`config.mk`:
```
export PLATFORM = sky130hd
export DESIGN_NAME = shadow_ctrl_bank
export DESIGN_NICKNAME = d
export VERILOG_FILES = /design/src/rtl/shadow_ctrl_pkg.sv /design/src/rtl/shadow_ctrl_decode.sv /design/src/rtl/shadow_ctrl_cell.sv /design/src/rtl/shadow_ctrl_rdmux.sv /design/src/rtl/shadow_ctrl_bank.sv
export SDC_FILE = /design/constraint.sdc
export NUM_CORES = 1
export LEC_CHECK = 0
export ABC_AREA = 1
export CORE_UTILIZATION = 35
export DETAILED_ROUTE_END_ITERATION = 8
export DONT_BUFFER_PORTS = 1
export GPL_ROUTABILITY_DRIVEN = 0
export PLACE_DENSITY_LB_ADDON = 0.08
export SYNTH_ARGS = -nofsm -noshare
export SYNTH_HDL_FRONTEND = slang
export SYNTH_SLANG_ARGS = --single-unit
```
`constraint.sdc`:
```
create_clock -name clk_i -period 2.35 [get_ports clk_i]
set_input_delay 0.47 -clock clk_i [delete_from_list [all_inputs] [get_ports clk_i]]
set_output_delay 0.47 -clock clk_i [all_outputs]
set_load 0.005 [all_outputs]
```
`src/rtl/shadow_ctrl_pkg.sv`:
```
package shadow_ctrl_pkg;
  localparam int unsigned MODE_BIT = 7;
  localparam int unsigned WEL_BIT  = 0;
endpackage

```
`src/rtl/shadow_ctrl_decode.sv`:
```
module shadow_ctrl_decode #(
  parameter int unsigned DW     = 8,
  parameter int unsigned N_SH   = 4,
  parameter int unsigned ADDR_W = 3
) (
  input  logic              clk_i,
  input  logic              rst_ni,
  input  logic              wp_ni,
  input  logic              wr_i,
  input  logic [ADDR_W-1:0] addr_i,
  input  logic [DW-1:0]     wdata_i,
  output logic [N_SH-1:0]   sh_we_o,
  output logic              recall_o,
  output logic              wt_mode_o,
  output logic [DW-1:0]     mode_reg_o,
  output logic [DW-1:0]     aux_reg_o,
  output logic              wel_o
);
  import shadow_ctrl_pkg::*;

  localparam logic [ADDR_W-1:0] A_MODE = '0;
  localparam logic [ADDR_W-1:0] A_AUX  = ADDR_W'(N_SH + 1);
  localparam logic [ADDR_W-1:0] A_WEL  = ADDR_W'(N_SH + 2);

  logic [DW-1:0] mode_q, aux_q;
  logic          wel_q, boot_q;
  logic          gate_ok, hit_mode, hit_aux;

  assign gate_ok  = wr_i & wel_q & wp_ni;
  assign hit_mode = gate_ok & (addr_i == A_MODE);
  assign hit_aux  = gate_ok & (addr_i == A_AUX);

  // reload decision uses the mode in force before this write
  assign recall_o   = boot_q | ((hit_mode | hit_aux) & ~mode_q[MODE_BIT]);
  assign wt_mode_o  = mode_q[MODE_BIT];
  assign mode_reg_o = mode_q;
  assign aux_reg_o  = aux_q;
  assign wel_o      = wel_q;

  for (genvar k = 0; k < N_SH; k++) begin : g_we
    assign sh_we_o[k] = gate_ok & (addr_i == ADDR_W'(k + 1));
  end

  always_ff @(posedge clk_i or negedge rst_ni) begin
    if (!rst_ni) begin
      mode_q <= '0;
      aux_q  <= '0;
      wel_q  <= 1'b0;
      boot_q <= 1'b1;
    end else begin
      boot_q <= 1'b0;
      if (hit_mode) mode_q <= wdata_i;
      if (hit_aux)  aux_q  <= wdata_i;
      if (wr_i && addr_i == A_WEL) wel_q <= wdata_i[WEL_BIT];
    end
  end

  a_r6_wel_always_writable: assert property (@(posedge clk_i) disable iff (!rst_ni)
    (wr_i && addr_i == A_WEL) |=> (wel_q == $past(wdata_i[WEL_BIT])));
  a_r7_one_shadow_we: assert property (@(posedge clk_i) disable iff (!rst_ni)
    $onehot0(sh_we_o));
  a_r7_blocked_mode_stable: assert property (@(posedge clk_i) disable iff (!rst_ni)
    (!wp_ni || !wel_q) |=> ($stable(mode_q) && $stable(aux_q)));
endmodule

```
`src/rtl/shadow_ctrl_cell.sv`:
```
module shadow_ctrl_cell #(
  parameter int unsigned   DW   = 8,
  parameter logic [DW-1:0] INIT = '0
) (
  input  logic          clk_i,
  input  logic          rst_ni,
  input  logic          we_i,
  input  logic          wt_i,
  input  logic          recall_i,
  input  logic [DW-1:0] wdata_i,
  output logic [DW-1:0] vol_o,
  output logic [DW-1:0] nv_o,
  output logic          commit_o
);
  logic [DW-1:0] nv_q = INIT;
  logic [DW-1:0] vol_q;
  logic          commit_q;

  // persistent copy: no reset, survives power-up
  always_ff @(posedge clk_i) begin
    if (we_i && wt_i) nv_q <= wdata_i;
  end

  always_ff @(posedge clk_i or negedge rst_ni) begin
    if (!rst_ni) begin
      vol_q    <= '0;
      commit_q <= 1'b0;
    end else begin
      commit_q <= we_i & wt_i;
      if (recall_i)  vol_q <= nv_q;
      else if (we_i) vol_q <= wdata_i;
    end
  end

  assign vol_o    = vol_q;
  assign nv_o     = nv_q;
  assign commit_o = commit_q;

  a_r1_recall_copies: assert property (@(posedge clk_i) disable iff (!rst_ni)
    recall_i |=> (vol_q == $past(nv_q)));
  a_r2_commit_on_wt: assert property (@(posedge clk_i) disable iff (!rst_ni)
    (we_i && wt_i) |=> (commit_o && nv_q == $past(wdata_i)));
  a_r3_vol_only_no_commit: assert property (@(posedge clk_i) disable iff (!rst_ni)
    (we_i && !wt_i) |=> (!commit_o && $stable(nv_q) && vol_q == $past(wdata_i)));
  a_r7_idle_nv_stable: assert property (@(posedge clk_i) disable iff (!rst_ni)
    !we_i |=> $stable(nv_q));
endmodule

```
`src/rtl/shadow_ctrl_rdmux.sv`:
```
module shadow_ctrl_rdmux #(
  parameter int unsigned DW     = 8,
  parameter int unsigned N_SH   = 4,
  parameter int unsigned ADDR_W = 3
) (
  input  logic               clk_i,
  input  logic               rst_ni,
  input  logic               rd_i,
  input  logic [ADDR_W-1:0]  addr_i,
  input  logic [N_SH*DW-1:0] nv_i,
  input  logic [DW-1:0]      mode_reg_i,
  input  logic [DW-1:0]      aux_reg_i,
  input  logic               wel_i,
  output logic [DW-1:0]      rdata_o
);
  import shadow_ctrl_pkg::*;

  logic [DW-1:0] sel;
  logic [DW-1:0] rdata_q;

  always_comb begin
    sel = '0;
    if (addr_i == '0) sel = mode_reg_i;
    for (int k = 0; k < int'(N_SH); k++) begin
      if (addr_i == ADDR_W'(k + 1)) sel = nv_i[k*DW +: DW];
    end
    if (addr_i == ADDR_W'(N_SH + 1)) sel = aux_reg_i;
    if (addr_i == ADDR_W'(N_SH + 2)) begin
      sel = '0;
      sel[WEL_BIT] = wel_i;
    end
  end

  always_ff @(posedge clk_i or negedge rst_ni) begin
    if (!rst_ni)   rdata_q <= '0;
    else if (rd_i) rdata_q <= sel;
  end

  assign rdata_o = rdata_q;

  a_r5_read_registered: assert property (@(posedge clk_i) disable iff (!rst_ni)
    !rd_i |=> $stable(rdata_o));
endmodule

```
`src/rtl/shadow_ctrl_bank.sv`:
```
module shadow_ctrl_bank #(
  parameter int unsigned           DW      = 8,
  parameter int unsigned           N_SH    = 4,
  parameter logic [N_SH*DW-1:0]    NV_INIT = 32'hC33C_A55A,
  localparam int unsigned          ADDR_W  = $clog2(N_SH + 3)
) (
  input  logic               clk_i,
  input  logic               rst_ni,
  input  logic               wp_ni,
  input  logic               wr_i,
  input  logic               rd_i,
  input  logic [ADDR_W-1:0]  addr_i,
  input  logic [DW-1:0]      wdata_i,
  output logic [DW-1:0]      rdata_o,
  output logic [N_SH*DW-1:0] vol_o,
  output logic [N_SH-1:0]    nv_commit_o
);
  logic [N_SH-1:0]    sh_we;
  logic               recall, wt_mode, wel;
  logic [DW-1:0]      mode_reg, aux_reg;
  logic [N_SH*DW-1:0] nv_flat;

  shadow_ctrl_decode #(.DW(DW), .N_SH(N_SH), .ADDR_W(ADDR_W)) u_dec (
    .clk_i, .rst_ni, .wp_ni, .wr_i, .addr_i, .wdata_i,
    .sh_we_o(sh_we), .recall_o(recall), .wt_mode_o(wt_mode),
    .mode_reg_o(mode_reg), .aux_reg_o(aux_reg), .wel_o(wel)
  );

  for (genvar k = 0; k < N_SH; k++) begin : g_cell
    shadow_ctrl_cell #(.DW(DW), .INIT(NV_INIT[k*DW +: DW])) u_cell (
      .clk_i, .rst_ni,
      .we_i(sh_we[k]), .wt_i(wt_mode), .recall_i(recall), .wdata_i,
      .vol_o(vol_o[k*DW +: DW]), .nv_o(nv_flat[k*DW +: DW]),
      .commit_o(nv_commit_o[k])
    );
  end

  shadow_ctrl_rdmux #(.DW(DW), .N_SH(N_SH), .ADDR_W(ADDR_W)) u_rd (
    .clk_i, .rst_ni, .rd_i, .addr_i, .nv_i(nv_flat),
    .mode_reg_i(mode_reg), .aux_reg_i(aux_reg), .wel_i(wel), .rdata_o
  );

  a_r7_wp_no_commit: assert property (@(posedge clk_i) disable iff (!rst_ni)
    !wp_ni |=> (nv_commit_o == '0));
  a_r7_wp_vol_stable: assert property (@(posedge clk_i) disable iff (!rst_ni)
    (!wp_ni && !$past(!rst_ni)) |=> $stable(vol_o));
endmodule

```
==> results.toml, run 1 <==
[global_routing]
met1_usage = 0.282
grt_util_met2 = 0.301
grt_max_degree = 65
grt.met3_usage = 0.0528
busiest_layer = "met2"
grt_usage = 0.201
first_global_vias = 3066
grt_pass1_wl_um = 18600
grt_overflow_total = 0
grt_antenna_before_repair = 0

[clock_network]
htreeDepth = 3
post_cts_buffers = 0
cts_buffer_depth = 2
root_buffer = "clkbuf_16"
numCtsBuffers = 9
clock_sinks = 94
insertion_delay_ns = 0.34
clkSlewWorstSetupHoldPaths_ns = 0.07
cts-resized-gates = 0
cts_tree = "yes"

[place]
dp_hpwl_um = 7770
io_buffers = 0
dp_cells = 541

[synth]
synth_top_family_by_area = "simple AND/OR/NAND/NOR gates"
synth_top_cell_area_share = 0.364
syn_inst = 412
synth.area.mux_share = 0.0322
yosysMostFrequentCell = "nand4_1"
synthTopCellsByArea = "dfrtp_1 36%, edfxtp_1 23%, nand4_1 11%"
avgSynthCellArea_um2 = 10.2
synth_edf_count = 32
synth_fa_ha_area_frac = 0
synth_compound_area_frac = 0.0299
synth_area_um2 = 4190
synth-simple-area-share = 0.268
ys_ff_latch = 94
synth_warnings = 0
synth_top_area_cell = "dfrtp_1"
seq_area_frac_synth = 0.600
ys_top_cells_by_count = "77 x nand4_1, 72 x nand2_1, 61 x dfrtp_1"
synth-xor-area-share = 0
synth_flop_cell = "dfrtp_1"
synth_nets = 428
synthArstFlopShare = 0.660
synth.distinct_cells = 25

[sta]
maxSlewViolCount = 0
setup_viol = 0
timing.final.crit_period_ns = 1.81
fin_tns_setup_ns = 0
tightest_slew_ns = 0.625
slew_headroom = 0.583
rsz0062_at_grt = "no"
fin_worst_skew_ns = 0.00431
hold_viol = 0
fin_crit_sh = 0.768
max_freq_mhz = 554

[cells_and_area]
syn2layout_area_growth_pct = 11.0
fillCellCount = 1133
final_cell_count_no_fill = 558
diodes = 0
layout-drive-gt1-share = 0.137
nets = 426

[floorplanning]
ioPinCount = 60
start_util = 0.362
core_um2 = 11600
die_x_um = 111
row_count = 39
die_h_um = 111
dieArea_um2 = 12400

[worst_hold_path]
min_path_type = "input port to async pin"

[pwr]
cellLeakagePower_nw = 1.99
ir_worst_vdd_mv = 0.337
total_power_mw = 3.84
power.density_nw_per_um2 = 826

[worst_setup_path]
path_max_fanout = 32
required_ns = 2.63
path_class = "flop to flop"
critPathArrivalTime_ns = 2.08
cp-end-kind = "flop"
startpoint = "u_dec.wel_o"
reg2reg_from = "u_dec.wel_o"
cp-start-kind = "flop"

[run_status]
violations = "design-rule violations"
status = "finished with violations"

[route]
drc = 18
drt_iter0_markers = 352
dr.pass1.iters = 7
vias_per_cell = 5.59
wl_per_cell_um = 21.1
postRouteAntennaNets = 0
wl_um = 11800
vias = 3121

[flow_run]
drv_cap = 0
[cell families (layout without fill, tap and decap cells)]
kind of cell           after synthesis  count (layout)
and+or+nand+nor                    225             225
buffers and inverters               56              59
other                                1               1
AOI/OAI and AO/OA                   24              24
DFF                                 94              94
muxes                               12              12
[cells in the final DEF (no fill, tap or decap), types with 2 or more instances in the layout]
| master | synthesis | routed |
|---|---|---|
| buf_4 | 6 | 10 |
| nor2_1 | 26 | 26 |
| nand3_2 | 2 | 2 |
| clkbuf_8 | 0 | 2 |
| nand4_1 | 77 | 77 |
| nor2_2 | 6 | 6 |
| o21ai_0 | 8 | 8 |
| inv_2 | 5 | 6 |
| mux2_2 | 12 | 12 |
| inv_1 | 25 | 24 |
| nand2_2 | 2 | 2 |
| nand3_1 | 39 | 39 |
| a21oi_1 | 14 | 14 |
| clkbuf_16 | 0 | 9 |
| dfrtp_1 | 61 | 61 |
| nand2_1 | 72 | 72 |
| edfxtp_1 | 32 | 32 |
| bufinv_16 | 0 | 2 |
| clkinv_1 | 1 | 2 |
[stage by stage]
stage / instance area [um2] / worst slack, ns / util / hold WS [ns]
3_3_place_gp: 4300 / 0.364 / 0.372 / 0.177
3_5_place_dp: 4300 / 0.400 / 0.372 / 0.177
4_1_cts: 4650 / 0.527 / 0.402 / 0.0106
6_report: 4650 / 0.545 / 0.402 / 0.00107
5_1_grt: 4650 / 0.360 / 0.402 / 0.00399
2_1_floorplan: 4190 / 0.364 / - / 0.174
[final timing paths]
kind	endpoint	slack, ns	cells past startpoint
min	g_cell[2].u_cell.vol_o[4]	0.001	1
max reg2reg	g_cell[3].u_cell.vol_o[5]	0.54	6
min in group clk_i	g_cell[0].u_cell.nv_o[4]	0.22	0
max	g_cell[3].u_cell.vol_o[5]	0.54	6
max in group asynchronous	u_dec.boot_q	2.05	1
min reg2reg	g_cell[0].u_cell.vol_o[5]	0.49	2
[layer usage]
layer  up-vias  share of wire
li1       1461              -
met1      1544           0.47
met2       103           0.45
met3        13          0.063
met4         0          0.014
met5         -              0
[final cells by class]
class                           count  area (um2)  area share
Clock inverter                      4        68.8      0.0148
Timing Repair Buffer               12         123      0.0264
Sequential cell                    94        2510       0.541
Inverter                           31         116      0.0250
Multi-Input combinational cell    262        1390       0.300
Clock buffer                       12         256      0.0552
Tap cell                          143         179      0.0385
[power breakdown]
part,internal [mW],total [mW],switching (mW)
Combinational,0.120,0.319,0.199
Clock,0.986,1.60,0.612
Sequential,1.84,1.92,0.0847
[critical path: stages (launching register included)]
cell     delay, ns
dfrtp_1       0.36
nand3_2       0.19
nor2_1        0.30
o21ai_4       0.11
nand2_2       0.46
nand2_1       0.16
nand3_1       0.13
[registers in the layout, summed over array words and instances (netlist names)]
name	count
g_cell.u_cell.nv_o	32
g_cell.u_cell.vol_o	32
u_dec.aux_reg_o	8
u_dec.mode_reg_o	8
u_rd.rdata_o	8
g_cell.u_cell.commit_o	4
u_dec.boot_q	1
u_dec.wel_o	1
[what timing repair did]
item                       CTS  global route
setup endpoints to repair    0             0
hold endpoints to repair    62             0
hold buffers                 1             0
(Power assumes the default switching activity.)
==> inputs of run 2 (changes only) <==
clock period = 1.7 ns   (was 2.35 ns; I/O delays follow)
==> results.toml, run 2 (synthesis results as in run 1) <==
[clock_network]
clock_sinks = 94
root_buffer = "clkbuf_16"
insertion_delay_ns = 0.35
htreeDepth = 3
cts_buffer_depth = 2
numCtsBuffers = 9
clkSlewWorstSetupHoldPaths_ns = 0.06
cts_tree = "yes"

[route]
vias = 3126
dr.pass1.iters = 7
postRouteAntennaNets = 0
drc = 4
vias_per_cell = 5.55
top_layer = "met4"
wl_per_cell_um = 20.8
drt-met1-wl_um = 5640
drt_iter0_markers = 245
dr_wl_met2_um = 5130
dr_wl_met3_um = 677
wl_um = 11700

[global_routing]
grt_overflow_total = 0
grt_pass1_wl_um = 18100
grt_usage = 0.199
grt_antenna_before_repair = 0
first_global_vias = 2961
grt_max_degree = 63

[worst_setup_path]
crit_path_cell_trace = "nand3_2, nor2_1, o21ai_4, buf_4, nand4_1, nand3_1"
critPathSlowestCell = "dfrtp_1"
reg2reg_from = "u_dec.wel_o"
path_buf_inv = 1
r2r_slack_ns = 0.15
cpPeakStageDelay_ns = 0.39
critPathTopFamily = "simple AND/OR/NAND/NOR gates"
critPathArrivalTime_ns = 1.83
required_ns = 1.98
r2r.worst_path.cells = 6
cp-end-kind = "flop"
path_class = "flop to flop"
r2r-end = "g_cell[0].u_cell.vol_o[3]"
path_max_fanout = 26
cp-start-kind = "flop"

[pwr]
cellLeakagePower_nw = 2.00
clkPwrFrac = 0.411
switching_share = 0.230
internal-power_mw = 4.03
seqPwrFrac = 0.509
power.density_nw_per_um2 = 1120
p_switching_mw = 1.20
total_power_mw = 5.23
ir_worst_vdd_mv = 0.499
comb_power_share = 0.080

[sta]
max_freq_mhz = 647
hold_viol = 62
setup_viol = 0
fin_worst_skew_ns = 0.0118
fin_tns_setup_ns = 0
fin_crit_sh = 0.910
maxSlewViolCount = 0
timing.final.crit_period_ns = 1.55
rsz0062_at_grt = "no"
slew_headroom = 0.642
hold_slack_ns = -0.321
tightest_slew_ns = 0.537

[floorplanning]
start_util = 0.362
die_h_um = 111
dieArea_um2 = 12400
ioPinCount = 60
die_x_um = 111
core_um2 = 11600
row_count = 39

[place]
io_buffers = 0
placed_area_um2 = 4360
dp_hpwl_um = 7790

[worst_hold_path]
min_path_type = "input port to async pin"

[cells_and_area]
fillCellCount = 1133
final_area_um2 = 4680
syn2layout_area_growth_pct = 11.8
diodes = 0
mostFrequentLayoutCells = "77 x nand4_1, 72 x nand2_1, 61 x dfrtp_1, 39 x nand3_1, 32 x edfxtp_1"
final_common_cell = "nand4_1"
layout-drive-gt1-share = 0.155
nets = 431

[run_status]
status = "finished with violations"
violations = "design-rule violations, negative hold slack"

[flow_run]
drv_cap = 0
-- run 2: area by class of cell --
cell class | count | area (um2) | share of cell area
Sequential cell | 94 | 2510 | 0.537
Tap cell | 143 | 179 | 0.0382
Timing Repair Buffer | 17 | 156 | 0.0334
Inverter | 31 | 116 | 0.0248
Clock inverter | 5 | 72.6 | 0.0155
Multi-Input combinational cell | 262 | 1400 | 0.299
Clock buffer | 11 | 243 | 0.0518
-- run 2: through the flow --
step           instances  utilization  worst slack, ns
2_1_floorplan        412            -          0.00553
5_1_grt              563        0.405           0.0329
3_5_place_dp         547        0.377            0.103
3_3_place_gp         547        0.377            0.114
6_report             563        0.405            0.153
4_1_cts              563        0.405           0.0887
-- run 2: routing by layer --
metal | vias up | GRT usage
met3 | 17 | 0.0664
met2 | 88 | 0.284
li1 | 1476 | -
met5 | - | 0
met4 | 0 | 0.0775
met1 | 1545 | 0.279
-- run 2: worst max path at each step --
stage,from,endpoint,slack [ns],cells after the start
2_1_floorplan,addr_i[1],g_cell[3].u_cell.nv_o[0],0.006,6
3_3_place_gp,u_dec.wel_o,g_cell[2].u_cell.vol_o[6],0.11,6
3_5_place_dp,u_dec.wel_o,g_cell[3].u_cell.vol_o[1],0.10,6
4_1_cts,u_dec.wel_o,g_cell[3].u_cell.vol_o[1],0.09,6
5_1_grt,u_dec.wel_o,g_cell[0].u_cell.vol_o[2],0.03,6
6_report,u_dec.wel_o,g_cell[0].u_cell.vol_o[3],0.15,6
-- run 2: power groups by stage --
| stage | Sequential (mW) | Clock, mW | Combinational (mW) |
|---|---|---|---|
| finish | 2.66 | 2.15 | 0.416 |
| global route | 2.69 | 2.31 | 0.467 |
| CTS | 2.66 | 2.20 | 0.420 |
| detailed placement | 2.71 | 0 | 0.417 |
| global placement | 2.71 | 0 | 0.411 |
| floorplan | 2.67 | 0 | 0.330 |
-- run 2: timing repair --
action                                  4_1_cts  5_1_grt
resized for setup                             0        1
setup buffers                                 0        0
hold endpoints to repair                     62       62
endpoints found under the setup margin        0       13
